**src/rtl/simt_reconv_stack.sv**
```systemverilog
module simt_reconv_stack #(
  parameter int WARP     = 4,
  parameter int DEPTH    = 8,
  parameter int PCW      = 16,
  parameter int PC_INC   = 1,
  parameter logic [PCW-1:0] RESET_PC = '0,
  localparam int DW = $clog2(DEPTH + 1),
  localparam int AW = (DEPTH > 1) ? $clog2(DEPTH) : 1
) (
  input  logic            clk,
  input  logic            rst_n,
  input  logic            launch,
  input  logic [PCW-1:0]  launch_pc,
  input  logic [WARP-1:0] launch_mask,
  input  logic            instr_valid,
  input  logic            is_branch,
  input  logic [PCW-1:0]  br_target,
  input  logic [PCW-1:0]  br_fallthru,
  input  logic [WARP-1:0] br_taken,
  input  logic [PCW-1:0]  br_rpc,
  output logic [PCW-1:0]  top_pc,
  output logic [WARP-1:0] top_mask,
  output logic            issue_en,
  output logic [DW-1:0]   stack_depth,
  output logic            overflow,
  output logic            underflow
);
  localparam logic [PCW-1:0] NO_RPC = '1;

  logic [PCW-1:0]  pc_q  [DEPTH];
  logic [PCW-1:0]  rpc_q [DEPTH];
  logic [WARP-1:0] msk_q [DEPTH];
  logic [DW-1:0]   cnt_q;
  logic            ovf_q, udf_q;

  logic [AW-1:0]   ti;
  logic [PCW-1:0]  cur_rpc, nxt_pc;
  logic [WARP-1:0] tk, nt;
  logic            at_rpc, pop_req, accept, diverge, push_nt, push_tk, no_room;
  logic [1:0]      n_push;

  assign ti       = AW'(cnt_q - DW'(1));
  assign top_pc   = pc_q[ti];
  assign top_mask = msk_q[ti];
  assign cur_rpc  = rpc_q[ti];

  assign at_rpc   = top_pc == cur_rpc;
  assign pop_req  = at_rpc && (cnt_q > DW'(1));
  assign issue_en = !pop_req;
  assign accept   = instr_valid && issue_en && !launch;

  assign tk       = br_taken & top_mask;
  assign nt       = top_mask & ~br_taken;
  assign diverge  = accept && is_branch && (|tk) && (|nt);
  assign push_nt  = diverge && (br_fallthru != br_rpc);
  assign push_tk  = diverge && (br_target != br_rpc);
  assign n_push   = {1'b0, push_nt} + {1'b0, push_tk};
  assign no_room  = diverge && (int'(cnt_q) + int'(n_push) > DEPTH);

  always_comb begin
    if (!is_branch)     nxt_pc = top_pc + PCW'(PC_INC);
    else if (nt == '0)  nxt_pc = br_target;
    else if (tk == '0)  nxt_pc = br_fallthru;
    else                nxt_pc = br_rpc;
  end

  always_ff @(posedge clk) begin
    if (!rst_n || launch) begin
      cnt_q <= DW'(1);
      ovf_q <= 1'b0;
      udf_q <= 1'b0;
      for (int i = 0; i < DEPTH; i++) begin
        pc_q[i]  <= '0;
        rpc_q[i] <= NO_RPC;
        msk_q[i] <= '0;
      end
      pc_q[0]  <= rst_n ? launch_pc : RESET_PC;
      msk_q[0] <= rst_n ? launch_mask : '1;
    end else begin
      if (cnt_q == DW'(1) && at_rpc) udf_q <= 1'b1;
      if (pop_req) begin
        cnt_q <= cnt_q - DW'(1);
      end else if (no_room) begin
        ovf_q <= 1'b1;
      end else if (accept) begin
        pc_q[ti] <= nxt_pc;
        for (int i = 0; i < DEPTH; i++) begin
          if (push_nt && i == int'(ti) + 1) begin
            pc_q[i]  <= br_fallthru;
            rpc_q[i] <= br_rpc;
            msk_q[i] <= nt;
          end
          if (push_tk && i == int'(ti) + 1 + int'(push_nt)) begin
            pc_q[i]  <= br_target;
            rpc_q[i] <= br_rpc;
            msk_q[i] <= tk;
          end
        end
        cnt_q <= cnt_q + DW'(n_push);
      end
    end
  end

  assign stack_depth = cnt_q;
  assign overflow    = ovf_q;
  assign underflow   = udf_q;
endmodule

```
**config.mk**
```make
export PLATFORM = sky130hd
export DESIGN_NAME = simt_reconv_stack
export DESIGN_NICKNAME = d
export VERILOG_FILES = /design/src/rtl/simt_reconv_stack.sv
export SDC_FILE = /design/constraint.sdc
export NUM_CORES = 1
export LEC_CHECK = 0
export ABC_CLOCK_PERIOD_IN_PS = 24400
export BUFFER_PORTS_ARGS = -buffer_cell sky130_fd_sc_hd__buf_2
export CAP_MARGIN = 10
export CORE_ASPECT_RATIO = 1.75
export CORE_MARGIN = 3
export CORE_UTILIZATION = 55
export CTS_BUF_LIST = sky130_fd_sc_hd__clkbuf_16
export CTS_CLUSTER_DIAMETER = 200
export DETAILED_ROUTE_END_ITERATION = 10
export PLACE_DENSITY = 0.76
export SKIP_LAST_GASP = 1
export SLEW_MARGIN = 20
export SYNTH_ARGS = -nofsm -noshare
export SYNTH_HDL_FRONTEND = slang
export SYNTH_SLANG_ARGS = --single-unit
export TNS_END_PERCENT = 20
```
**constraint.sdc**
```tcl
create_clock -name clk -period 24.4 [get_ports clk]
set_clock_uncertainty 0.05 [all_clocks]
set_input_delay 2.44 -clock clk [delete_from_list [all_inputs] [get_ports clk]]
set_output_delay 2.44 -clock clk [all_outputs]
set_load 0.03 [all_outputs]
```
== After elaboration in Yosys (flattened, before gate mapping) ==
Memories as Yosys holds them, arrays and structs flattened.
Cells that the tools add are included.
Operators by class
  $add $sub $neg: 7
  magnitude comparators: 2
  equality and inequality tests: 19
  multiplexer cells: 164
  bitwise logic cells: 54
  reductions and logical operators: 40
Operators with widths (number)
  two-way mux 16 bit: 38
  == test 4 x 32 -> 1 bit (first input constant): 7
  == test 3 x 32 -> 1 bit (first input constant): 4
  two-way mux 1 bit: 104
  two-way mux 4 bit: 21
  == test 2 x 32 -> 1 bit (first input constant): 2
  logical NOT 32 bit: 2
  bitwise OR 1 bit: 50
  != test 16 bit: 2
  logical AND 1 bit: 26
  adder 16 x 1 -> 16 bit (second input constant): 1
  == test 16 bit: 1
  OR reduction 16 bit: 1
  bitwise AND 4 bit: 2
  logical NOT 4 bit: 2
  OR reduction 4 bit: 2
  adder 4 x 1 -> 5 bit: 1
  adder 4 x 2 -> 5 bit: 1
  == test 3 x 5 -> 1 bit (first input constant): 1
  > comparator 5 x 4 -> 1 bit (second input constant): 1
  adder 3 x 1 -> 4 bit (second input constant): 1
  adder 4 x 2 -> 4 bit: 1
  == test 4 x 1 -> 1 bit (second input constant): 1
  > comparator 4 x 1 -> 1 bit (second input constant): 1
  10 further kinds: 13
Storage, ports and cells
  register bits after elaboration: 6
  RAM bits: 288
  logic and storage cells: 292
  memories kept: 3
Memories
  pc_q: depth 8, width 16, rd ports 1, clocked after Yosys merged registers in 0, wr ports 8, line 30  | logic [PCW-1:0] pc_q [DEPTH];
  rpc_q: depth 8, width 16, rd ports 1, clocked after Yosys merged registers in 0, wr ports 8, line 31  | logic [PCW-1:0] rpc_q [DEPTH];
  msk_q: depth 8, width 4, rd ports 1, clocked after Yosys merged registers in 0, wr ports 8, line 32  | logic [WARP-1:0] msk_q [DEPTH];

== Longest topological paths before layout ==
Gate-level depths: netlist of the first run.
An unclocked memory read counts as a cell.
  word-level depth: 22
  depth in mapped cells: 36

== Least setup slack after synthesis of the first run ==
No wires, ideal clock.
  path kind: register to register
  from: register cnt_q[0] (netlist: stack_depth[0])
  to: memory pc_q[2][0], enable pin
  setup time: 0.375 ns
  data arrival time: 8.714 ns
  path slack: 15.261 ns
  cell stages (with the launch flop): 32
  path buffers: 7
  clock period less this slack: 9.139 ns
  cell sequence: dfxtp_1 > buf_4 > buf_4 > inv_1 > buf_1 > ha_1 > buf_4 > inv_4 > buf_4 > mux4_2 > mux2i_1 > a21oi_1 > or4_4 > nor4_4 > nand2_1 > nand3_1 > nor2_1 > ha_1 > ha_1 > inv_1 > fa_1 > nand2b_1 > or3b_2 > a21oi_1 > a311oi_1 > a31o_2 > buf_4 > a211oi_2 > buf_4 > o21a_1 > nand2b_1 > nand2b_1
RTL lines
  from (decl): line 33  | logic [DW-1:0] cnt_q;
  from (signal assigned): line 82  | cnt_q <= cnt_q - DW'(1);
  from (signal assigned): line 99  | cnt_q <= cnt_q + DW'(n_push);
  to (decl): line 30

==> metrics.md, run 1 <==
| Metric | Value |
|---|---|
| Result of the run | `complete, no violations` |
| Yosys warning count | `0` |
| Number of antenna violations at the first check in global routing | `0` |
| Post-Syn Nets | `1669` |
| Post-synthesis sequential area ratio | `48.6%` |
| Synth-to-layout area growth | `8.75%` |
| Mux cell area share after synthesis | `15.1%` |
| Later-pin clock latency in the skew report | `0.59 ns` |
| Simple-gate portion of the synthesized area | `15.2%` |
| Floorplan row count | `87` |
| Fraction of the cycle the final worst path needs | `48.5%` |
| Critical path launch point type | `register` |
| Layout cells sized above 1 | `23.0%` |
| Filler Cells Inserted | `2577` |
| Commonest non-fill, non-tap cell in the layout | `sky130_fd_sc_hd__edfxtp_1` |
| Post-DP Area | `0.0187 sq mm` |
| Largest driver fanout on the critical path | `58` |
| Worst-case headroom to the max-slew limit | `19.6%` |
| Average routed wire per standard cell | `30.8 um` |
| Clock sink total | `294` |
| Clock tree from TritonCTS | `built` |
| Die width | `143 um` |
| Share of async-settable or async-resettable flops after synthesis | `0%` |
| Root buf cell | `sky130_fd_sc_hd__clkbuf_16` |
| DPL Wire Length | `40.8 mm` |
| Type of the setup path with the least slack | `reg -> reg` |
| Source of the worst register-to-register timing path | `stack_depth[0]` |
| Path depth of the worst reg2reg path | `24` |
| Final sum of negative setup slack | `0 ns` |
| Largest net degree at the start of global routing | `61` |
| Post-synthesis compound-gate area fraction | `10.8%` |
| Highest attainable clock frequency | `84.6 MHz` |
| Number of synthesized flops with an enable pin | `288` |
| Post-DR vias/cell | `7.28` |
| Post-synth design cell area | `0.0180 sq mm` |
| Cell count after synthesis | `1579` |
| Synthesized flop and latch total | `294` |
| Number of setup buffers added after CTS | `0` |
| Post-route standard cell area excluding fillers | `0.0196 sq mm` |
| Drt first pass iters | `6` |
| Maximum clock path buffer count | `3` |
| Minimum period implied by the final worst setup slack | `11.82 ns` |
| Global route overflow | `0` |
| Final Max Slew Viols | `0` |
| Antenna violation net count after detailed routing | `0` |
| Endpoints failing setup | `0` |
| RSZ-0062 raised after global routing | `no` |
| Actual transition at the worst max-transition pin | `1.20 ns` |
| Worst path required time | `24.54 ns` |
| CTS clock-pin slew for the worst setup and hold paths | `0.06 ns` |
| Via count of the first global-routing pass | `14500` |
| Top-level port count | `104` |
| Post-synthesis share of cell area spent on full adders, half adders and majority gates | `0.943%` |
| Placeable Area | `0.0323 sq mm` |
| Prevailing post-synth register cell | `sky130_fd_sc_hd__edfxtp_1` |
| Startpoint of the tightest hold check path | `underflow` |
| CTS buffer count | `27` |
| Leading cell types in the layout, fill and taps excluded | `sky130_fd_sc_hd__edfxtp_1, sky130_fd_sc_hd__mux2i_1, sky130_fd_sc_hd__buf_2, sky130_fd_sc_hd__nand2_1, sky130_fd_sc_hd__xnor2_1` |
| Power density over the cells | `60.6 mW/mm^2` |
| Port Buffer Count | `103` |
| Crit path launch | `stack_depth[0]` |
| Via total after detailed routing | `14700` |
| Endpoint class of the critical path | `register` |
| WHS Path Cells | `1` |
| CP Data Arrival Time | `11.96 ns` |
| Count of cell types in the netlist | `75` |
| Class of the most critical hold timing path | `reg -> reg` |
| IR Drop Worst-Case VDD | `0.0000640 V` |
| Routability congestion estimate from global placement | `1.06` |
| H-tree Lvls | `1` |
| Initial core utilization | `55.8%` |
| Number of violations of the max-capacitance limit | `0` |
| Post-layout nets | `1683` |
| Die area | `0.0351 sq mm` |
| Iteration-0 DRC Markers | `2227` |
| Detailed Route WL | `62.0 mm` |
| Largest family of logic cells by synthesized area | `simple AND/OR/NAND/NOR gates` |
| DR DRC count | `0` |
| GRT Resource Usage Total | `34.8%` |
| Avg Cell Area, Syn | `11.4 sq um` |
| Wire length of the first global-routing pass | `90.0 mm` |
| Die Y | `246 um` |
| CTS Hold Bufs | `0` |
| Hold violation total from the final report | `0` |
| Xor and xnor fraction of the mapped netlist area | `4.70%` |
| Number of gates resized after CTS | `0` |
| Leak Pwr | `6.84 nW` |
## logic make-up (layout without fill, tap and decap cells)
family,Yosys count,in the layout
buffers and inverters,188,223
adder cells (fa/ha/maj),13,13
XOR/XNOR,96,96
multiplexers,203,203
AO/OA/AOI/OAI,286,286
AND/OR/NAND/NOR,499,499
flip-flops,294,294
other,0,1
## synth_stat cells (29+ instances only)
cell type,number,area share [%]
sky130_fd_sc_hd__nor2_1,64,1.3
sky130_fd_sc_hd__buf_2,29,0.80
sky130_fd_sc_hd__nand3_1,64,1.8
sky130_fd_sc_hd__clkbuf_1,89,1.9
sky130_fd_sc_hd__nand2b_1,48,1.7
sky130_fd_sc_hd__xnor2_1,86,4.2
sky130_fd_sc_hd__or2_2,84,2.9
sky130_fd_sc_hd__a31oi_1,37,1.3
sky130_fd_sc_hd__a21oi_1,56,1.6
sky130_fd_sc_hd__mux4_2,54,6.7
sky130_fd_sc_hd__o22ai_1,64,2.2
sky130_fd_sc_hd__nand4_1,37,1.3
sky130_fd_sc_hd__edfxtp_1,288,48
sky130_fd_sc_hd__nand2_1,89,1.9
sky130_fd_sc_hd__mux2i_1,137,7.6
## flip-flops by register name (all words and copies together), names as in the netlist
name,flops
underflow,1
stack_depth,4
rpc_q,128
msk_q,32
pc_q,128
overflow,1
## per-layer routing
metal,up-vias,global-route usage [%],part of all wire (%)
met5,-,0,0
met4,0,27.0,9.8
met3,403,6.67,11
met2,1250,55.7,47
met1,7011,40.7,32
li1,5999,-,-
## cell type report
| class | count | area (sq um) | share of cell area, % |
|---|---|---|---|
| clock buffers | 27 | 676 | 3.44 |
| repair buffers | 144 | 823 | 4.20 |
| diodes | 1 | 2.50 | 0.0128 |
| multi-input cells | 1097 | 8500 | 43.3 |
| inverters | 29 | 111 | 0.568 |
| clock inverters | 23 | 230 | 1.17 |
| well taps | 400 | 500 | 2.55 |
| flip-flops and latches | 294 | 8770 | 44.7 |
## worst max-delay path, cell delays in order (launching register included)
cell	delay, ns
sky130_fd_sc_hd__dfxtp_4	0.79
sky130_fd_sc_hd__inv_1	0.59
sky130_fd_sc_hd__ha_2	1.02
sky130_fd_sc_hd__buf_4	0.57
sky130_fd_sc_hd__nor2b_1	0.85
sky130_fd_sc_hd__a32oi_1	0.24
sky130_fd_sc_hd__and3_1	0.24
sky130_fd_sc_hd__or4_4	0.52
sky130_fd_sc_hd__nor4_4	0.81
sky130_fd_sc_hd__nand2_1	0.46
sky130_fd_sc_hd__nand3_1	0.22
sky130_fd_sc_hd__nor2_1	0.09
sky130_fd_sc_hd__ha_1	0.28
sky130_fd_sc_hd__ha_1	0.16
sky130_fd_sc_hd__inv_1	0.06
sky130_fd_sc_hd__fa_1	0.43
sky130_fd_sc_hd__nand2b_1	0.18
sky130_fd_sc_hd__or3b_2	0.46
sky130_fd_sc_hd__a21oi_1	0.17
sky130_fd_sc_hd__a311oi_1	0.10
sky130_fd_sc_hd__a31o_2	0.40
sky130_fd_sc_hd__a211oi_4	0.18
sky130_fd_sc_hd__buf_4	0.54
sky130_fd_sc_hd__nand3_1	0.82
sky130_fd_sc_hd__nand2b_1	1.13
## where the power goes
group	total (W)	leakage, nW	switching, W	internal [W]
logic	0.000160	3.56	0.000110	0.0000496
registers	0.000584	2.83	0.00000906	0.000575
clock network	0.000445	0.445	0.000199	0.000246
## worst paths after layout
path	slack [ns]	end
max	12.58	pc_q[2][0]
min	0.42	underflow
max reg2reg	12.58	pc_q[2][0]
min reg2reg	0.42	underflow
## metrics by stage
step | std cells | hold slack (ns) | util, % | total power, W | setup slack (ns)
floorplan | 1579 | 0.597 | - | 0.000691 | 15.26
global placement | 1964 | 0.397 | 57.8 | 0.000745 | 13.23
detailed placement | 1964 | 0.408 | 57.8 | 0.000748 | 12.94
CTS | 2014 | 0.425 | 60.6 | 0.00118 | 12.92
global route | 2014 | 0.450 | 60.7 | 0.00122 | 12.16
finish | 2015 | 0.418 | 60.7 | 0.00119 | 12.58
(Power assumes the default switching activity.)
==> inputs of run 2 (changes only) <==
ABC_CLOCK_PERIOD_IN_PS = 10800   (was 24400)
PLACE_DENSITY = 0.79   (was 0.76)
clock period = 10.8 ns   (was 24.4 ns; I/O delays follow)
==> metrics.md, run 2 (synthesis gave the netlist of run 1 again) <==
| Metric | Value |
|---|---|
| Endpoints failing setup | `0` |
| Endpoint class of the critical path | `register` |
| Global routing usage on met3 | `6.95%` |
| CTS clock-pin slew for the worst setup and hold paths | `0.07 ns` |
| Post-layout nets | `1694` |
| Iteration-0 DRC Markers | `1955` |
| Die area | `0.0351 sq mm` |
| Root buf cell | `sky130_fd_sc_hd__clkbuf_16` |
| Drt first pass iters | `7` |
| Die Y | `246 um` |
| Later-pin clock latency in the skew report | `0.58 ns` |
| Worst path required time | `10.94 ns` |
| Layout cells sized above 1 | `23.6%` |
| Leading cell types in the layout, fill and taps excluded | `sky130_fd_sc_hd__edfxtp_1, sky130_fd_sc_hd__mux2i_1, sky130_fd_sc_hd__buf_2, sky130_fd_sc_hd__nand2_1, sky130_fd_sc_hd__xnor2_1` |
| Largest driver fanout on the critical path | `26` |
| Via count of the first global-routing pass | `14700` |
| Wire length of the first global-routing pass | `92.2 mm` |
| Post-DR vias/cell | `7.29` |
| Minimum period implied by the final worst setup slack | `9.58 ns` |
| Synth-to-layout area growth | `8.82%` |
| Class of the most critical hold timing path | `reg -> reg` |
| Placeable Area | `0.0323 sq mm` |
| Global route overflow | `0` |
| Average routed wire per standard cell | `31.6 um` |
| Met1 capacity usage during global routing | `40.6%` |
| Type of the setup path with the least slack | `reg -> reg` |
| GRT Resource Usage Total | `35.9%` |
| Post-Route Utilization | `60.7%` |
| Floorplan row count | `87` |
| Leak Pwr | `6.86 nW` |
| Routability congestion estimate from global placement | `1.09` |
| Number of gates resized after CTS | `0` |
| Via total after detailed routing | `14700` |
| Fraction of the cycle the final worst path needs | `88.7%` |
| Detailed Route WL | `63.8 mm` |
| H-tree Lvls | `1` |
| CP Data Arrival Time | `9.72 ns` |
| Highest attainable clock frequency | `104 MHz` |
| Layer carrying the most global-route usage | `met2` |
| Worst-case headroom to the max-slew limit | `18.9%` |
| Port Buffer Count | `103` |
| CTS buffer count | `26` |
| Number of violations of the max-capacitance limit | `0` |
| Clock tree from TritonCTS | `built` |
| Number of setup buffers added after CTS | `0` |
| DPL Wire Length | `43.3 mm` |
| Diodes inserted | `0` |
| Global-route met2 utilization | `58.2%` |
| RSZ-0062 raised after global routing | `no` |
| Clock sink total | `294` |
| Largest net degree at the start of global routing | `47` |
| Die width | `143 um` |
| Largest regs | `pc_q x128, rpc_q x128, msk_q x32` |
| Initial core utilization | `55.8%` |
| IR Drop Worst-Case VDD | `0.000121 V` |
| Final sum of negative setup slack | `0 ns` |
| Commonest non-fill, non-tap cell in the layout | `sky130_fd_sc_hd__edfxtp_1` |
| Antenna violation net count after detailed routing | `0` |
| Critical path launch point type | `register` |
| CTS Hold Bufs | `0` |
| Power density over the cells | `133 mW/mm^2` |
| Hold violation total from the final report | `0` |
| Actual transition at the worst max-transition pin | `1.22 ns` |
| Number of antenna violations at the first check in global routing | `0` |
| Maximum clock path buffer count | `3` |
| Result of the run | `complete, no violations` |
| Top-level port count | `104` |
| DR DRC count | `0` |
| Final Max Slew Viols | `0` |
| Filler Cells Inserted | `2539` |
## run 2: critical path: stages (launching register included)
cell,delay (ns)
sky130_fd_sc_hd__dfxtp_1,0.46
sky130_fd_sc_hd__inv_1,0.19
sky130_fd_sc_hd__ha_1,0.37
sky130_fd_sc_hd__xor2_4,0.68
sky130_fd_sc_hd__mux4_2,0.40
sky130_fd_sc_hd__mux2i_1,0.57
sky130_fd_sc_hd__a21oi_1,0.09
sky130_fd_sc_hd__or4_4,0.58
sky130_fd_sc_hd__nor4_4,0.30
sky130_fd_sc_hd__buf_4,0.25
sky130_fd_sc_hd__nand2_1,0.26
sky130_fd_sc_hd__nand3_1,0.19
sky130_fd_sc_hd__nor2_1,0.08
sky130_fd_sc_hd__ha_1,0.27
sky130_fd_sc_hd__ha_1,0.16
sky130_fd_sc_hd__inv_1,0.06
sky130_fd_sc_hd__fa_1,0.42
sky130_fd_sc_hd__nand2b_1,0.18
sky130_fd_sc_hd__or3b_2,0.46
sky130_fd_sc_hd__a21oi_1,0.15
sky130_fd_sc_hd__a311oi_1,0.08
sky130_fd_sc_hd__a31o_2,0.40
sky130_fd_sc_hd__a211oi_4,0.84
sky130_fd_sc_hd__nand3_2,0.64
sky130_fd_sc_hd__nand3b_1,1.01
## run 2: metal layers
metal  part of all wire (%)  vias up
met2                     47     1281
met4                     10        0
li1                       -     6007
met3                     11      425
met1                     31     6996
met5                      0        -
## run 2: final timing paths
path	from	endpoint	slack (ns)	cells past startpoint
worst min register to register	underflow	underflow	0.41	1
worst max-delay path	stack_depth[1]	pc_q[7][1]	1.22	24
worst min-delay path	underflow	underflow	0.41	1
worst max register to register	stack_depth[1]	pc_q[7][1]	1.22	24
## run 2: metrics by stage
step / instance area [sq um] / instances / hold WS, ns / setup slack, ns / power (W)
3_3_place_gp: 18800 / 1976 / 0.390 / 1.47 / 0.00169
6_report: 19600 / 2019 / 0.408 / 1.22 / 0.00262
5_1_grt: 19600 / 2019 / 0.431 / 0.762 / 0.00266
4_1_cts: 19600 / 2019 / 0.414 / 1.46 / 0.00260
2_1_floorplan: 18000 / 1579 / 0.597 / 1.66 / 0.00156
3_5_place_dp: 18800 / 1976 / 0.398 / 1.48 / 0.00170
## run 2: cell type report
class	count	area [sq um]	area share [%]
timing repair buffer	156	926	4.72
inverter	29	111	0.567
clock buffer	26	651	3.31
clock inverter	17	158	0.803
sequential	294	8770	44.7
tap	400	500	2.55
multi-input combinational	1097	8510	43.4
## run 2: report_power, final
group | internal, W | switching (W) | total [W]
sequential | 0.00130 | 0.0000222 | 0.00132
combinational | 0.000113 | 0.000254 | 0.000368
clock | 0.000489 | 0.000442 | 0.000931
total | 0.00190 | 0.000718 | 0.00262
